[src/rtl/apc_pkg.sv]
package apc_pkg;

  typedef enum logic [1:0] {
    CLS_NONE    = 2'b00,
    CLS_REG     = 2'b01,
    CLS_CACHE   = 2'b10,
    CLS_UNCACHE = 2'b11
  } apc_class_e;

  // Offsets of the window registers inside the register window
  localparam logic [31:0] OFS_DRAM_REGS = 32'h0010_0000; // base, limit, cacheable limit at +0,+4,+8
  localparam logic [31:0] OFS_WIN_BASE  = 32'h0010_0400;
  localparam int unsigned N_DRAM_REGS   = 3;

endpackage

[src/rtl/apc_regfile.sv]
module apc_regfile
  import apc_pkg::*;
#(
  parameter int unsigned AW       = 32,
  parameter int unsigned WB       = 21,
  parameter logic [AW-1:0] WIN_RST = 32'hEFE0_0000
) (
  input  logic          clk,
  input  logic          rst,
  input  logic          wr_en,
  input  logic [AW-1:0] wr_addr,
  input  logic [AW-1:0] wr_data,
  output logic [AW-1:0] win_base,
  output logic [AW-1:0] dram_base,
  output logic [AW-1:0] dram_lim,
  output logic [AW-1:0] cache_lim
);

  localparam int unsigned HI_W = AW - WB;

  logic [AW-1:0] wr_rel;
  logic [AW-1:0] dram_q [N_DRAM_REGS];

  // offset relative to the current window; decoded each cycle against the live base
  assign wr_rel = wr_addr - win_base;

  always_ff @(posedge clk) begin
    if (rst) begin
      win_base <= WIN_RST;
    end else if (wr_en && wr_rel == AW'(OFS_WIN_BASE)) begin
      win_base <= {wr_data[AW-1:WB], {WB{1'b0}}};
    end
  end

  for (genvar g = 0; g < N_DRAM_REGS; g++) begin : g_dram
    localparam logic [AW-1:0] MY_OFS = AW'(OFS_DRAM_REGS) + AW'(4 * g);
    always_ff @(posedge clk) begin
      if (rst) begin
        dram_q[g] <= '0;
      end else if (wr_en && wr_rel == MY_OFS) begin
        dram_q[g] <= wr_data;
      end
    end
  end

  assign dram_base = dram_q[0];
  assign dram_lim  = dram_q[1];
  assign cache_lim = dram_q[2];

  logic [HI_W-1:0] unused_hi;
  assign unused_hi = '0;

endmodule

[src/rtl/apc_classify.sv]
module apc_classify
  import apc_pkg::*;
#(
  parameter int unsigned AW = 32,
  parameter int unsigned WB = 21
) (
  input  logic [AW-1:0] req_addr,
  input  logic [AW-1:0] win_base,
  input  logic [AW-1:0] dram_base,
  input  logic [AW-1:0] dram_lim,
  input  logic [AW-1:0] cache_lim,
  output apc_class_e    hit_class,
  output logic [WB-1:0] reg_offset
);

  localparam logic [AW-1:0] WIN_SIZE = AW'(1) << WB;

  logic [AW-1:0] rel;
  logic          in_win;
  logic          in_dram;
  logic          in_cache;

  assign rel      = req_addr - win_base;
  assign in_win   = rel < WIN_SIZE;
  assign in_dram  = (req_addr >= dram_base) && (req_addr < dram_lim);
  assign in_cache = req_addr < cache_lim;

  always_comb begin
    hit_class  = CLS_NONE;
    reg_offset = '0;
    if (in_win) begin
      hit_class  = CLS_REG;
      reg_offset = rel[WB-1:0];
    end else if (in_dram) begin
      hit_class = in_cache ? CLS_CACHE : CLS_UNCACHE;
    end
  end

endmodule

[src/rtl/apc_cfgcheck.sv]
module apc_cfgcheck #(
  parameter int unsigned AW        = 32,
  parameter int unsigned GRAN_BITS = 16
) (
  input  logic [AW-1:0] dram_base,
  input  logic [AW-1:0] dram_lim,
  input  logic [AW-1:0] cache_lim,
  output logic          cfg_err
);

  logic [AW-1:0] span_m1;
  logic [AW-1:0] align_mask;
  logic          gran_bad;
  logic          order_bad;
  logic          base_bad;

  assign span_m1 = dram_lim - dram_base - AW'(1);

  // smear the top set bit downwards: mask of the power-of-two size minus one
  always_comb begin
    align_mask = span_m1;
    for (int i = AW - 2; i >= 0; i--) begin
      align_mask[i] = align_mask[i] | align_mask[i+1];
    end
  end

  assign gran_bad  = (|dram_lim[GRAN_BITS-1:0]) || (|cache_lim[GRAN_BITS-1:0]);
  assign order_bad = cache_lim > dram_lim;
  assign base_bad  = (dram_lim > dram_base) && (|(dram_base & align_mask));
  assign cfg_err   = gran_bad || order_bad || base_bad;

endmodule

[src/rtl/aperture_classifier.sv]
module aperture_classifier
  import apc_pkg::*;
#(
  parameter int unsigned     ADDR_W     = 32,
  parameter int unsigned     WIN_BITS   = 21,
  parameter int unsigned     GRAN_BITS  = 16,
  parameter logic [ADDR_W-1:0] MMIO_RESET = 32'hEFE0_0000
) (
  input  logic                clk,
  input  logic                rst,
  input  logic                wr_en,
  input  logic [ADDR_W-1:0]   wr_addr,
  input  logic [ADDR_W-1:0]   wr_data,
  input  logic [ADDR_W-1:0]   req_addr,
  output logic [1:0]          hit_class,
  output logic [WIN_BITS-1:0] reg_offset,
  output logic                cfg_err
);

  logic [ADDR_W-1:0] win_base;
  logic [ADDR_W-1:0] dram_base;
  logic [ADDR_W-1:0] dram_lim;
  logic [ADDR_W-1:0] cache_lim;
  apc_class_e        cls;

  apc_regfile #(.AW(ADDR_W), .WB(WIN_BITS), .WIN_RST(MMIO_RESET)) u_regs (
    .clk       (clk),
    .rst       (rst),
    .wr_en     (wr_en),
    .wr_addr   (wr_addr),
    .wr_data   (wr_data),
    .win_base  (win_base),
    .dram_base (dram_base),
    .dram_lim  (dram_lim),
    .cache_lim (cache_lim)
  );

  apc_classify #(.AW(ADDR_W), .WB(WIN_BITS)) u_cls (
    .req_addr   (req_addr),
    .win_base   (win_base),
    .dram_base  (dram_base),
    .dram_lim   (dram_lim),
    .cache_lim  (cache_lim),
    .hit_class  (cls),
    .reg_offset (reg_offset)
  );

  apc_cfgcheck #(.AW(ADDR_W), .GRAN_BITS(GRAN_BITS)) u_chk_cfg (
    .dram_base (dram_base),
    .dram_lim  (dram_lim),
    .cache_lim (cache_lim),
    .cfg_err   (cfg_err)
  );

  assign hit_class = cls;

endmodule

[config.mk]
export PLATFORM = sky130hd
export DESIGN_NAME = aperture_classifier
export DESIGN_NICKNAME = d
export VERILOG_FILES = /design/src/rtl/apc_pkg.sv /design/src/rtl/apc_regfile.sv /design/src/rtl/apc_classify.sv /design/src/rtl/apc_cfgcheck.sv /design/src/rtl/aperture_classifier.sv
export SDC_FILE = /design/constraint.sdc
export NUM_CORES = 1
export LEC_CHECK = 0
export CAP_MARGIN = 25
export CORE_AREA = 2 2 126 158
export DETAILED_ROUTE_END_ITERATION = 6
export DIE_AREA = 0 0 128 160
export GPL_ROUTABILITY_DRIVEN = 0
export HOLD_SLACK_MARGIN = 0.02
export PLACE_DENSITY = 0.81
export SETUP_SLACK_MARGIN = 0.1
export SLEW_MARGIN = 15
export SYNTH_ARGS = -nofsm -noshare
export SYNTH_HDL_FRONTEND = slang
export SYNTH_SLANG_ARGS = --single-unit
[constraint.sdc]
create_clock -name clk -period 5.47 [get_ports clk]
set_input_delay 0.8205 -clock clk [delete_from_list [all_inputs] [get_ports clk]]
set_output_delay 0.8205 -clock clk [all_outputs]
set_load 0.005 [all_outputs]
==> results, run 1 <==
- After layout, the worst path uses 97.2% of the clock period.
- The via-per-instance ratio is 6.38.
- The analysis attributes to cell leakage a power of slightly below 6 nW.
- The post-placement cell count is ~1.6k.
- The per-cell routed wire length is 20.7 µm.
- For this run, asynchronously set or reset flops after synthesis account for 0%.
- Summing all placed instances gives a cell area of 0.0126 mm².
- The DRC violation count after routing is 1.
- The placed wire-length estimate is between 20 and 30 mm.
- The synthesized netlist occupies a cell area of 0.0108 mm².
- The number of global-route vias before repair was 10.8k.
- Total power for the finished layout comes to approximately 0.0023 W.
- The top cell type by total area after synthesis is sky130_fd_sc_hd__edfxtp_1.
- The highest clock frequency the design can meet is about 190 MHz.
- After synthesis, the mean cell area works out to 8.63 µm².
- The worst-case clock skew is 0.0108 ns.
- The aggregate global routing overflow is 0.
- The maximum number of buffers from clock root to sink is 2.
- Of the synthesized area, sequential elements account for 28.7%.
- The main flop type after synthesis is sky130_fd_sc_hd__edfxtp_1.
- The classification of the worst setup path is flip-flop to primary output.
- The die covers 0.0205 mm².
- Counting distinct cell types in the post-synthesis netlist gives 77.
- The net count after synthesis is 1532.
- The number of H-tree levels is 3.
- The number of DRC markers after the initial detailed-route iteration is between 900 and 1k.
- The count of antenna-violating nets left after detailed routing is 0.
- The total setup violations reported at the end of the flow is 0.
- During synthesis, Yosys emitted a total of 0 warnings.
- The number of antenna violations at the first check in global routing was 0.
- The cell at the root of the clock tree is sky130_fd_sc_hd__clkbuf_16.
- For this run, the total global-route usage over all layers was measured as around 33%.
- The worst path in the final design needs a cycle of about 5.3 ns, including I/O delays and setup.
- The total number of vias is 10.7k.
- The checks that failed: design-rule violations.
- Setup repair after global routing left no endpoint under its margin.
- Data on the critical path arrives at its endpoint at 4.50 ns.
- The total of buffers placed on input and output ports is 122.
- The worst endpoint required time is 4.65 ns.
- Clock-pin slew was measured on the worst setup and hold paths at 0.08 ns.
- The synthesized netlist cell count is 1251.
- The run finished, with violations left.
- The final-report max-slew violation count was 0.
- The final wirelength is 34.8 mm.
- The final instance area is 0.0136 mm².
- The number of placement rows is between 50 and 60.
- Counting the buffers created by CTS gives 9.
- Of the cells placed in the final design, the portion with a size suffix greater than 1 is 12.8%.
- STA classifies the critical path endpoint as a primary output.
- The clock sink count is 107.
- The path class of the tightest hold or removal check is flip-flop to flip-flop.
- Once layout is complete, the cells apart from fillers number 1682.
- In this run the power density over the cells is 170 mW/mm².
- Measured on the finished design, the core utilization comes to 71.1%.
- The share of the synthesized area in the top cell type is 26.7%.
- The number of antenna diodes in the final layout is 0.
- The headroom to the max-slew limit is 34.7%.
- The flop and latch count out of synthesis is 107.
- Clock latency on the worst-skew pair, taken at its later pin, is 0.37 ns.
- The first global-routing pass estimated 52.4 mm of wire.
- In this run the worst path has a maximum fanout of 2.
- For this configuration, the core starts out at a cell density of 56.5%.
- TritonCTS built the clock tree.
- The floorplan step set the die width to ~130 µm.
- The final hold violation count is 0.
- The first-pass iteration count of the detailed router is 7.
- The maximum vdd ir drop is ~0.00015 V.
- The standard cell core area is 0.0191 mm².
- The final layout contains 1722 nets.
- By area the synthesized netlist is led by sky130_fd_sc_hd__edfxtp_1 27%, sky130_fd_sc_hd__ha_1 21%, sky130_fd_sc_hd__nor2_1 5.7%, sky130_fd_sc_hd__inv_1 4.6%, sky130_fd_sc_hd__a21oi_1 3.7%.
- The largest net degree at the start of global routing is 57.
- Across the run, the number of max-cap violations was 0.
- The die boundary height is between 150 and 200 µm.
- Counting flops with a built-in enable in the synthesized netlist gives 96.
- STA classifies the critical path startpoint as a flip-flop.
- The setup TNS is 0 ns.
- Relative to the synthesized area, the layout overhead comes to 25.9%.
- The transition time at the pin with the least slew margin is 0.979 ns.
- The flop-to-flop setup slack is 1.32 ns.
- The count of pins on the block boundary is 123.
cell usage in the layout (no fill, tap or decap), types with 11 or more instances in the layout:
cell and n:
sky130_fd_sc_hd__nor2_1 164, sky130_fd_sc_hd__ha_1 164, sky130_fd_sc_hd__inv_1 130, sky130_fd_sc_hd__clkdlybuf4s50_1 115
sky130_fd_sc_hd__edfxtp_1 96, sky130_fd_sc_hd__buf_4 82, sky130_fd_sc_hd__a21oi_1 72, sky130_fd_sc_hd__nand2b_1 57
sky130_fd_sc_hd__o21ai_0 56, sky130_fd_sc_hd__a21o_1 52, sky130_fd_sc_hd__nand2_1 47, sky130_fd_sc_hd__nand4_1 34
sky130_fd_sc_hd__and2_1 27, sky130_fd_sc_hd__xor2_1 20, sky130_fd_sc_hd__nor2b_1 19, sky130_fd_sc_hd__nand3_1 19
sky130_fd_sc_hd__nor4_1 18, sky130_fd_sc_hd__nor3_1 13, sky130_fd_sc_hd__o21ai_1 13, sky130_fd_sc_hd__mux2i_1 13
sky130_fd_sc_hd__xnor2_1 12, sky130_fd_sc_hd__dfxtp_1 11
power by group:
part           internal, W  switching [W]  total [W]
Clock             0.000326       0.000349   0.000676
Sequential        0.000912      0.0000207   0.000933
Combinational     0.000313       0.000390   0.000703
Total              0.00155       0.000760    0.00231
area by class of cell:
type / instances / area (µm²)
Timing Repair Buffer: 211 / 1970
Sequential cell: 107 / 3100
Tap cell: 236 / 295
Inverter: 132 / 495
Multi-Input combinational cell: 980 / 7430
Clock inverter: 7 / 80.1
Fill cell: 1423 / 5520
Clock buffer: 9 / 225
cell families after synthesis:
| group | after synthesis | share of synthesized area [%] |
|---|---|---|
| xor+xnor | 32 | 2.60 |
| fa+ha+maj | 182 | 21.3 |
| flops | 107 | 28.7 |
| compound gates | 302 | 18.4 |
| simple gates | 450 | 21.6 |
| buf+inv | 164 | 6.02 |
| mux | 14 | 1.31 |
metrics by stage:
step	hold slack, ns	setup WS [ns]
floorplan	0.449	0.682
global placement	0.464	0.134
detailed placement	0.475	-0.0371
CTS	0.488	0.0572
global route	0.508	0.0583
finish	0.487	0.154
routing by layer:
layer / global-route usage, % / share of wire [%] / up-vias
met2: 57.6 / 49 / 612
met3: 5.46 / 7.5 / 195
met4: 21.5 / 7.4 / 0
met5: 0 / 0 / -
met1: 35.6 / 36 / 4999
li1: - / - / 4919
critical path, stage by stage, from the launching register on:
cell and delay, ns:
sky130_fd_sc_hd__edfxtp_1 0.39, sky130_fd_sc_hd__inv_1 0.09, sky130_fd_sc_hd__ha_1 0.32, sky130_fd_sc_hd__nand4_1 0.30
sky130_fd_sc_hd__nor3_1 0.40, sky130_fd_sc_hd__nand4_1 0.34, sky130_fd_sc_hd__nor4_2 0.49, sky130_fd_sc_hd__a32oi_1 0.20
sky130_fd_sc_hd__or4b_1 0.58, sky130_fd_sc_hd__nor4_2 0.14, sky130_fd_sc_hd__nand4_1 0.14, sky130_fd_sc_hd__nor4_2 0.36
sky130_fd_sc_hd__a41oi_2 0.21, sky130_fd_sc_hd__clkbuf_2 0.16
cells in the mapped netlist, types with 22 or more instances:
cell type	number
sky130_fd_sc_hd__ha_1	179
sky130_fd_sc_hd__nor2_1	164
sky130_fd_sc_hd__inv_1	132
sky130_fd_sc_hd__edfxtp_1	96
sky130_fd_sc_hd__a21oi_1	79
sky130_fd_sc_hd__o21ai_0	67
sky130_fd_sc_hd__nand2b_1	57
sky130_fd_sc_hd__a21o_1	52
sky130_fd_sc_hd__nand2_1	47
sky130_fd_sc_hd__nand4_1	34
sky130_fd_sc_hd__and2_1	27
sky130_fd_sc_hd__clkbuf_1	22
sequential cells by signal, indices dropped and copies added, names as in the netlist:
| signal | flops |
|---|---|
| u_regs.dram_q | 96 |
| u_regs.win_base | 11 |
final timing paths:
check | cells past startpoint | endpoint | startpoint
setup / recovery | 13 | cfg_err | u_regs.dram_q[1][25]
hold / removal | 2 | u_regs.win_base[28] | u_regs.win_base[28]
setup reg to reg | 15 | u_regs.dram_q[1][1] | u_regs.win_base[22]
hold reg to reg | 2 | u_regs.win_base[28] | u_regs.win_base[28]
repair_timing:
item | 4_1_cts | 5_1_grt
gates resized for setup | 31 | 60
setup endpoints to repair | 22 | 24
pin swaps | 13 | 29
hold buffers | 0 | 0
buffers inserted | 11 | 19
cloned | 1 | 0
Note: power is estimated with default switching activity, not from simulation.
==> inputs of run 2 (changes only) <==
--- a/config.mk
+++ b/config.mk
@@ -6,12 +6,13 @@
 export NUM_CORES = 1
 export LEC_CHECK = 0
 export CAP_MARGIN = 25
-export CORE_AREA = 2 2 126 158
+export CORE_AREA = 2 2 129 162
+export CTS_BUF_LIST = sky130_fd_sc_hd__clkbuf_4
 export DETAILED_ROUTE_END_ITERATION = 6
-export DIE_AREA = 0 0 128 160
+export DIE_AREA = 0 0 131 164
 export GPL_ROUTABILITY_DRIVEN = 0
 export HOLD_SLACK_MARGIN = 0.02
-export PLACE_DENSITY = 0.81
+export PLACE_DENSITY = 0.77
 export SETUP_SLACK_MARGIN = 0.1
 export SLEW_MARGIN = 15
 export SYNTH_ARGS = -nofsm -noshare
==> results, run 2 (same netlist as run 1, synthesis figures left out) <==
- The cell at the root of the clock tree is sky130_fd_sc_hd__clkbuf_4 (was sky130_fd_sc_hd__clkbuf_16).
- The number of antenna violations at the first check in global routing is 2 (was 0).
- The count of pins on the block boundary is 123 (unchanged).
- The CTS tree is done (unchanged).
- The final core utilization is 67.4% (was 71.1%).
- The setup TNS was -0.0282 ns (was 0 ns).
- The per-cell routed wire length is 19.9 µm (was 20.7 µm).
- The cell repeated most along the worst path is sky130_fd_sc_hd__nand4_1.
- The number of DRC markers after the initial detailed-route iteration is 802 (was 958).
- The maximum number of buffers from clock root to sink is 2 (unchanged).
- The final wirelength was 34.2 mm (was 34.8 mm).
- The worst-case setup slack after placement was 0.0347 ns (was -0.0371 ns).
- The placed standard-cell area came to 0.0127 mm² (was 0.0126 mm²).
- The clock sink count is 107 (unchanged).
- The first-pass GRT wire length is 51.3 mm (was 52.4 mm).
- The arrival time at the worst endpoint came to 4.68 ns (was 4.50 ns).
- The post-CTS clock slew at the launch and capture registers of the worst setup and hold paths was 0.18 ns (was 0.08 ns).
- The worst-case clock skew came to 0.0302 ns (was 0.0108 ns).
- The final-stage net count is 1721 (was 1722).
- The placed wire-length estimate was 26.1 mm (about the same).
- The maximum vdd ir drop is 0.000102 V (was 0.000148 V).
- Biggest regs: u_regs.dram_q x96, u_regs.win_base x11 (unchanged).
- The period utilization came to 101% (was 97.2%).
- The width of the die was 131 µm (was 128 µm).
- The total track usage is 31.1% (was 32.6%).
- The number of instances on the worst hold path is 2 (unchanged).
- The clock latency at the later pin of the worst-skew pair is 0.55 ns (was 0.37 ns).
- The number of buffers created by CTS is 9 (unchanged).
- The type of destination of the critical path was a primary output (unchanged).
- Result of the run: finished with violations (unchanged).
- The largest net degree at the start of global routing was 57 (unchanged).
- The count of antenna-violating nets left after detailed routing was 0 (unchanged).
- RSZ-0062 raised after global routing: true (was false).
- Leading cell types in the layout, fill and taps excluded: 164 x sky130_fd_sc_hd__nor2_1, 164 x sky130_fd_sc_hd__ha_1, 130 x sky130_fd_sc_hd__inv_1 (unchanged).
- The count of fill cells added during filler insertion is 1585 (was 1423).
- The path category of the worst min-delay check was flip-flop to flip-flop (unchanged).
- Cells along the critical path: inv_1 -> ha_1 -> nand4_1 -> nor3_1 -> nand4_1 -> nor4_1 -> a32oi_1 -> or4b_1 -> nor4_2 -> nand4_1 -> nor4_4 -> a41oi_2 -> buf_2 (was inv_1 -> ha_1 -> nand4_1 -> nor3_1 -> nand4_1 -> nor4_2 -> a32oi_1 -> or4b_1 -> nor4_2 -> nand4_1 -> nor4_2 -> a41oi_2 -> clkbuf_2).
- The total number of vias is 10.5k (was 10.7k).
- The transition time at the pin with the least slew margin came to 0.799 ns (was 0.979 ns).
- The worst path setup slack after routing is -0.0282 ns (was 0.154 ns).
- The aggregate global routing overflow is 0 (unchanged).
- The number of cells on the worst reg-to-reg path is 10 (was 15).
- The biggest fanout along the worst timing path was 2 (unchanged).
- The total setup violations reported at the end of the flow is 1 (was 0).
- The die boundary height is 164 µm (was 160 µm).
- Violations in the final reports: negative setup slack (was design-rule violations).
- The standby leakage power is 5.90 nW (was 5.89 nW).
- The worst endpoint required time is 4.65 ns (about the same).
- The DRC violation count after routing is 0 (was 1).
- The highest clock frequency the design can meet is 182 MHz (was 188 MHz).
- The final-report max-slew violation count is 0 (unchanged).
- The headroom to the max-slew limit is 46.0% (was 34.7%).
- The fraction of layout instances using a drive strength above 1 is 12.2% (was 12.8%).
- The standard cell core area is 0.0200 mm² (was 0.0191 mm²).
- The power density over the cells is 154 mW/mm² (was 170 mW/mm²).
- The first-pass iteration count of the detailed router is 6 (was 7).
- The flip-flop count of the largest register after layout is 96 (unchanged).
- The number of placement rows came to 58 (was 57).
- The layout overhead on the synthesized area is 24.6% (was 25.9%).
- The starting density of the core is 54.1% (was 56.5%).
- The slowest stage cell on the critical path is sky130_fd_sc_hd__nor4_1 (was sky130_fd_sc_hd__or4b_1).
- The delay of the slowest critical-path stage is 0.58 ns (about the same).
- The type of origin of the critical path is a flip-flop (unchanged).
- The shortest period the worst path allows was 5.50 ns (was 5.32 ns).
- The final instance area came to 0.0134 mm² (was 0.0136 mm²).
- The full die area is 0.0215 mm² (was 0.0205 mm²).
- The number of H-tree levels came to 3 (unchanged).
- The classification of the worst setup path is flip-flop to primary output (unchanged).
- The max-cap check violation count is 0 (unchanged).
- The via-per-instance ratio was 6.11 (was 6.38).
- The register with the highest flop count is u_regs.dram_q (unchanged).
- The number of global-route vias before repair was 10.3k (was 10.8k).
- The final hold violation count was 0 (unchanged).
- The total of buffers placed on input and output ports is 122 (unchanged).
==> run 2: layout make-up <==
cell class,count,area [µm²],area share (%)
clock buffers,9,67.6,0.502
repair buffers,210,1970,14.7
diodes,1,2.50,0.0186
well taps,270,338,2.51
inverters,132,495,3.68
multi-input cells,980,7380,54.9
clock inverters,7,85.1,0.633
flip-flops and latches,107,3100,23.1
==> run 2: timing repair <==
action	CTS	global route
hold buffers	0	0
resized for setup	18	61
pin swaps	12	24
endpoints found under the setup margin	22	24
buffers inserted	5	16
cloned	0	2
==> run 2: layer usage <==
layer  up-vias  track usage (%)  part of all wire (%)
li1       4903                -                     -
met1      4904             34.5                    36
met2       515             55.5                    49
met3       167             4.95                   7.6
met4         0             17.8                   6.5
met5         -                0                     0
==> run 2: per-stage QoR <==
stage	instances	power [W]	hold slack [ns]
2_1_floorplan	1251	0.00132	0.449
3_3_place_gp	1676	0.00156	0.464
3_5_place_dp	1676	0.00157	0.469
4_1_cts	1697	0.00203	0.491
5_1_grt	1716	0.00217	0.509
6_report	1716	0.00207	0.490
==> run 2: report_power, final <==
part           switching (W)  internal, W
Sequential         0.0000214     0.000912
Clock               0.000310     0.000147
Combinational       0.000375     0.000308
Total               0.000707      0.00137
==> run 2: final timing paths <==
path	startpoint	end	slack, ns
setup / recovery	u_regs.dram_q[1][31]	cfg_err	-0.03
hold / removal	u_regs.win_base[28]	u_regs.win_base[28]	0.49
setup reg to reg	u_regs.win_base[21]	u_regs.dram_q[2][21]	1.43
hold reg to reg	u_regs.win_base[28]	u_regs.win_base[28]	0.49
==> run 2: worst max-delay path, delay by kind of cell, from the launching register on <==
kind / cells / cell delay (ns)
fa+ha+maj: 1 / 0.31
simple gates: 8 / 2.74
compound gates: 2 / 0.40
flops: 1 / 0.44
buf+inv: 2 / 0.25
==> inputs of run 3 (changes only) <==
--- a/config.mk
+++ b/config.mk
@@ -5,12 +5,13 @@
 export SDC_FILE = /design/constraint.sdc
 export NUM_CORES = 1
 export LEC_CHECK = 0
+export ABC_AREA = 1
+export ABC_CLOCK_PERIOD_IN_PS = 5470
 export CAP_MARGIN = 25
 export CORE_AREA = 2 2 129 162
 export CTS_BUF_LIST = sky130_fd_sc_hd__clkbuf_4
 export DETAILED_ROUTE_END_ITERATION = 6
 export DIE_AREA = 0 0 131 164
-export GPL_ROUTABILITY_DRIVEN = 0
 export HOLD_SLACK_MARGIN = 0.02
 export PLACE_DENSITY = 0.77
 export SETUP_SLACK_MARGIN = 0.1
==> results, run 3 <==
- Result of the run: finished with violations (unchanged).
- Violations in the final reports: negative setup slack (unchanged).
- The register with the highest flop count is u_regs.dram_q (unchanged).
- The flop and latch count out of synthesis is 107 (unchanged).
- The synthesized netlist cell count is 1445 (was 1251).
- The type of destination of the critical path is a primary output (unchanged).
- The total number of vias was 10.3k (was 10.5k).
- The placed wire-length estimate was 25.4 mm (was 26.1 mm).
- Biggest regs: u_regs.dram_q x96, u_regs.win_base x11 (unchanged).
- The headroom to the max-slew limit was 37.4% (was 46.0%).
- The area of the mapped netlist is 0.0108 mm² (about the same).
- Top post-synthesis cells by count: 285 x sky130_fd_sc_hd__inv_1, 268 x sky130_fd_sc_hd__nand2_1, 198 x sky130_fd_sc_hd__nor2_1, 179 x sky130_fd_sc_hd__ha_1, 96 x sky130_fd_sc_hd__edfxtp_1 (was 179 x sky130_fd_sc_hd__ha_1, 164 x sky130_fd_sc_hd__nor2_1, 132 x sky130_fd_sc_hd__inv_1, 96 x sky130_fd_sc_hd__edfxtp_1, 79 x sky130_fd_sc_hd__a21oi_1).
- The period utilization is 103% (was 101%).
- The sequential element share of the synthesized area was 28.7% (about the same).
- The mux contribution to synthesized area is 0% (was 1.31%).
- The launching point of the worst reg2reg path was u_regs.win_base[21] (unchanged).
- The first-pass GRT wire length is 49.0 mm (was 51.3 mm).
- The full die area is 0.0215 mm² (unchanged).
- The largest net degree at the start of global routing is 33 (was 57).
- The number of standard cells in the final layout excluding fillers is 1895 (was 1716).
- The startpoint of the most critical hold path is u_regs.win_base[26] (was u_regs.win_base[28]).
- The worst hold path endpoint is u_regs.win_base[26] (was u_regs.win_base[28]).
- The worst path setup slack after routing is -0.160 ns (was -0.0282 ns).
- The CTS tree is done (unchanged).
- The average cell area after synthesis is 7.47 µm² (was 8.63 µm²).
- The transition time at the pin with the least slew margin was 0.930 ns (was 0.799 ns).
- The post-placement cell count is 1840 (was 1676).
- The total setup violations reported at the end of the flow was 1 (unchanged).
- The share of synthesized cell area in full adder, half adder and majority cells is 21.3% (about the same).
- The DRC violation count after routing is 0 (unchanged).
- The number of H-tree levels is 3 (unchanged).
- The type of origin of the critical path is a flip-flop (unchanged).
- The number of synthesized flops with an enable pin was 96 (unchanged).
- The first-pass iteration count of the detailed router is 5 (was 6).
- The clock sink count is 107 (unchanged).
- The share of the synthesized netlist area taken by xor and xnor gates came to 3.00% (was 2.60%).
- The number of placement rows is 58 (unchanged).
- The largest family of logic cells by synthesized area is simple AND/OR/NAND/NOR gates (unchanged).
- The layout overhead on the synthesized area is 22.7% (was 24.6%).
- The total of buffers placed on input and output ports was 122 (unchanged).
- The maximum vdd ir drop is 0.000128 V (was 0.000102 V).
- The width of the die is 131 µm (unchanged).
- The number of cells on the worst reg-to-reg path came to 14 (was 10).
- The end of the worst register-to-register path was u_regs.dram_q[0][5] (was u_regs.dram_q[2][21]).
- The final hold violation count is 0 (unchanged).
- The worst hold margin came to 0.506 ns (was 0.490 ns).
- The final-stage net count was 1896 (was 1721).
- The worst endpoint required time is 4.65 ns (about the same).
- The compound-cell area share of the yosys netlist is 10.4% (was 18.4%).
- The max-cap check violation count came to 0 (unchanged).
- The aggregate global routing overflow came to 0 (unchanged).
- The via-per-instance ratio came to 5.42 (was 6.11).
- The number of instances on the worst hold path is 2 (unchanged).
- The count of pins on the block boundary came to 123 (unchanged).
- The worst-case clock skew is 0.0259 ns (was 0.0302 ns).
- The final wirelength is 32.1 mm (was 34.2 mm).
- The maximum number of buffers from clock root to sink was 2 (unchanged).
- The total number of yosys warnings is 0 (unchanged).
- The highest clock frequency the design can meet is 178 MHz (was 182 MHz).
- The biggest fanout along the worst timing path is 3 (was 2).
- The simple-gate share of the synthesized area is 25.7% (was 21.6%).
- Cells taking the most area after synthesis: sky130_fd_sc_hd__edfxtp_1 27%, sky130_fd_sc_hd__ha_1 21%, sky130_fd_sc_hd__inv_1 9.9%, sky130_fd_sc_hd__nand2_1 9.3%, sky130_fd_sc_hd__nor2_1 6.9% (was sky130_fd_sc_hd__edfxtp_1 27%, sky130_fd_sc_hd__ha_1 21%, sky130_fd_sc_hd__nor2_1 5.7%, sky130_fd_sc_hd__inv_1 4.6%, sky130_fd_sc_hd__a21oi_1 3.7%).
- The die boundary height was 164 µm (unchanged).
- The number of global-route vias before repair is 10.2k (was 10.3k).
- The cell at the root of the clock tree was sky130_fd_sc_hd__clkbuf_4 (unchanged).
- The library cell used most frequently in the layout, excluding fill and tap cells, is sky130_fd_sc_hd__inv_1.
- The count of unique library cells instantiated by Yosys is 48 (was 77).
- The dominant cell by count in the synthesized netlist is sky130_fd_sc_hd__inv_1 (was sky130_fd_sc_hd__ha_1).
- The top cell type by total area after synthesis was sky130_fd_sc_hd__edfxtp_1 (unchanged).
- Routability-driven placement finished with a final weighted congestion of 0.979.
- The starting density of the core is 54.1% (about the same).
- The setup TNS is -0.160 ns (was -0.0282 ns).
- The power density over the cells is 150 mW/mm² (was 154 mW/mm²).
- The flop-to-flop setup slack was 1.65 ns (was 1.43 ns).
- The final core utilization is 66.4% (was 67.4%).
- The number of buffers created by CTS was 9 (unchanged).
- The slowest stage cell on the critical path is sky130_fd_sc_hd__edfxtp_1 (was sky130_fd_sc_hd__nor4_1).
- The final-report max-slew violation count is 0 (unchanged).
- The delay of the slowest critical-path stage is 0.47 ns (was 0.58 ns).
- The fraction of layout instances using a drive strength above 1 is 13.6% (was 12.2%).
- The async set-reset flop share out of synthesis is 0% (unchanged).
- The flip-flop count of the largest register after layout was 96 (unchanged).
- The number of antenna violations at the first check in global routing is 1 (was 2).
- The cell repeated most along the worst path is sky130_fd_sc_hd__nand2_2 (was sky130_fd_sc_hd__nand4_1).
- The share of the synthesized area in the top cell type came to 26.7% (about the same).
- Leading cell types in the layout, fill and taps excluded: 270 x sky130_fd_sc_hd__inv_1, 246 x sky130_fd_sc_hd__nand2_1, 190 x sky130_fd_sc_hd__nor2_1 (was 164 x sky130_fd_sc_hd__nor2_1, 164 x sky130_fd_sc_hd__ha_1, 130 x sky130_fd_sc_hd__inv_1).
- The classification of the worst setup path is flip-flop to primary output (unchanged).
- The arrival time at the worst endpoint came to 4.81 ns (was 4.68 ns).
- The standard cell core area came to 0.0200 mm² (unchanged).
- RSZ-0062 raised after global routing: true (unchanged).
- The number of DRC markers after the initial detailed-route iteration is 509 (was 802).
- The standby leakage power is 6.45 nW (was 5.90 nW).
- The shortest period the worst path allows came to 5.63 ns (was 5.50 ns).
- The clock latency at the later pin of the worst-skew pair is 0.51 ns (was 0.55 ns).
- The post-CTS clock slew at the launch and capture registers of the worst setup and hold paths is 0.19 ns (was 0.18 ns).
- The count of antenna-violating nets left after detailed routing is 0 (unchanged).
- The main flop type after synthesis is sky130_fd_sc_hd__edfxtp_1 (unchanged).
- The path category of the worst min-delay check is flip-flop to flip-flop (unchanged).
- The net count after synthesis came to 1726 (was 1532).
- The per-cell routed wire length came to 16.9 µm (was 19.9 µm).
- The total track usage is 29.9% (was 31.1%).
[run 3: cell types whose count changed after synthesis, moves of 16 or more]
cell,previous run,this run
sky130_fd_sc_hd__and2_1,27,0
sky130_fd_sc_hd__nor2_1,164,198
sky130_fd_sc_hd__a21o_1,52,5
sky130_fd_sc_hd__nand3_1,21,51
sky130_fd_sc_hd__nor2b_1,19,0
sky130_fd_sc_hd__a21oi_1,79,95
sky130_fd_sc_hd__inv_1,132,285
sky130_fd_sc_hd__nand2b_1,57,0
sky130_fd_sc_hd__nand2_2,0,17
sky130_fd_sc_hd__o21ai_0,67,27
sky130_fd_sc_hd__nand2_1,47,268
[run 3: worst max path at each step]
stage                    startpoint      end  slack [ns]  depth (start not counted)
5_1_grt        u_regs.dram_q[0][25]  cfg_err       -0.54                         37
6_report        u_regs.dram_q[1][0]  cfg_err       -0.16                         37
4_1_cts         u_regs.dram_q[1][0]  cfg_err       -0.27                         35
2_1_floorplan   u_regs.dram_q[1][0]  cfg_err        0.96                         32
3_3_place_gp    u_regs.dram_q[1][9]  cfg_err       -0.12                         29
3_5_place_dp    u_regs.dram_q[1][9]  cfg_err       -0.08                         29
[run 3: critical path, delay by kind of cell (launching register included)]
| family | cells | cell delay, ns |
|---|---|---|
| adders and majority gates | 2 | 0.55 |
| buffers and inverters | 2 | 0.16 |
| DFF | 1 | 0.47 |
| and+or+nand+nor | 33 | 3.10 |
[run 3: timing repair]
action	CTS	global route
hold endpoints to repair	0	0
pin swaps	24	42
hold buffers	0	0
setup buffers	8	26
endpoints found under the setup margin	1	24
resized for setup	19	93
[run 3: power breakdown]
group / internal [W] / total (W) / switching (W)
logic: 0.000269 / 0.000642 / 0.000373
clock network: 0.000105 / 0.000418 / 0.000313
registers: 0.000912 / 0.000932 / 0.0000207
[run 3: cell type report]
class / instances / area [µm²]
well taps: 270 / 338
clock inverters: 7 / 66.3
diodes: 5 / 12.5
multi-input cells: 1026 / 6930
flip-flops and latches: 107 / 3100
inverters: 298 / 1120
clock buffers: 9 / 67.6
repair buffers: 173 / 1610
fillers: 1753 / 6710
[run 3: cell families after synthesis]
kind of cell	Yosys count
buffers and inverters	312
and+or+nand+nor	619
AOI/OAI and AO/OA	188
DFF	107
xor gates and xnor gates	37
adders and majority gates	182
[run 3: layer usage]
metal / GRT usage, % / vias up / part of all wire (%)
met5: 0 / - / 0
met4: 19.2 / 0 / 6.8
met3: 4.85 / 131 / 4.3
li1: - / 5086 / -
met1: 29.6 / 4744 / 36
met2: 56.4 / 314 / 52
[run 3: through the flow]
step	cell area (µm²)	total power, W	worst slack, ns
3_5_place_dp	12400	0.00153	-0.0770
6_report	13300	0.00199	-0.160
4_1_cts	12700	0.00195	-0.273
2_1_floorplan	10800	0.00130	0.957
5_1_grt	13300	0.00210	-0.541
3_3_place_gp	12400	0.00151	-0.122
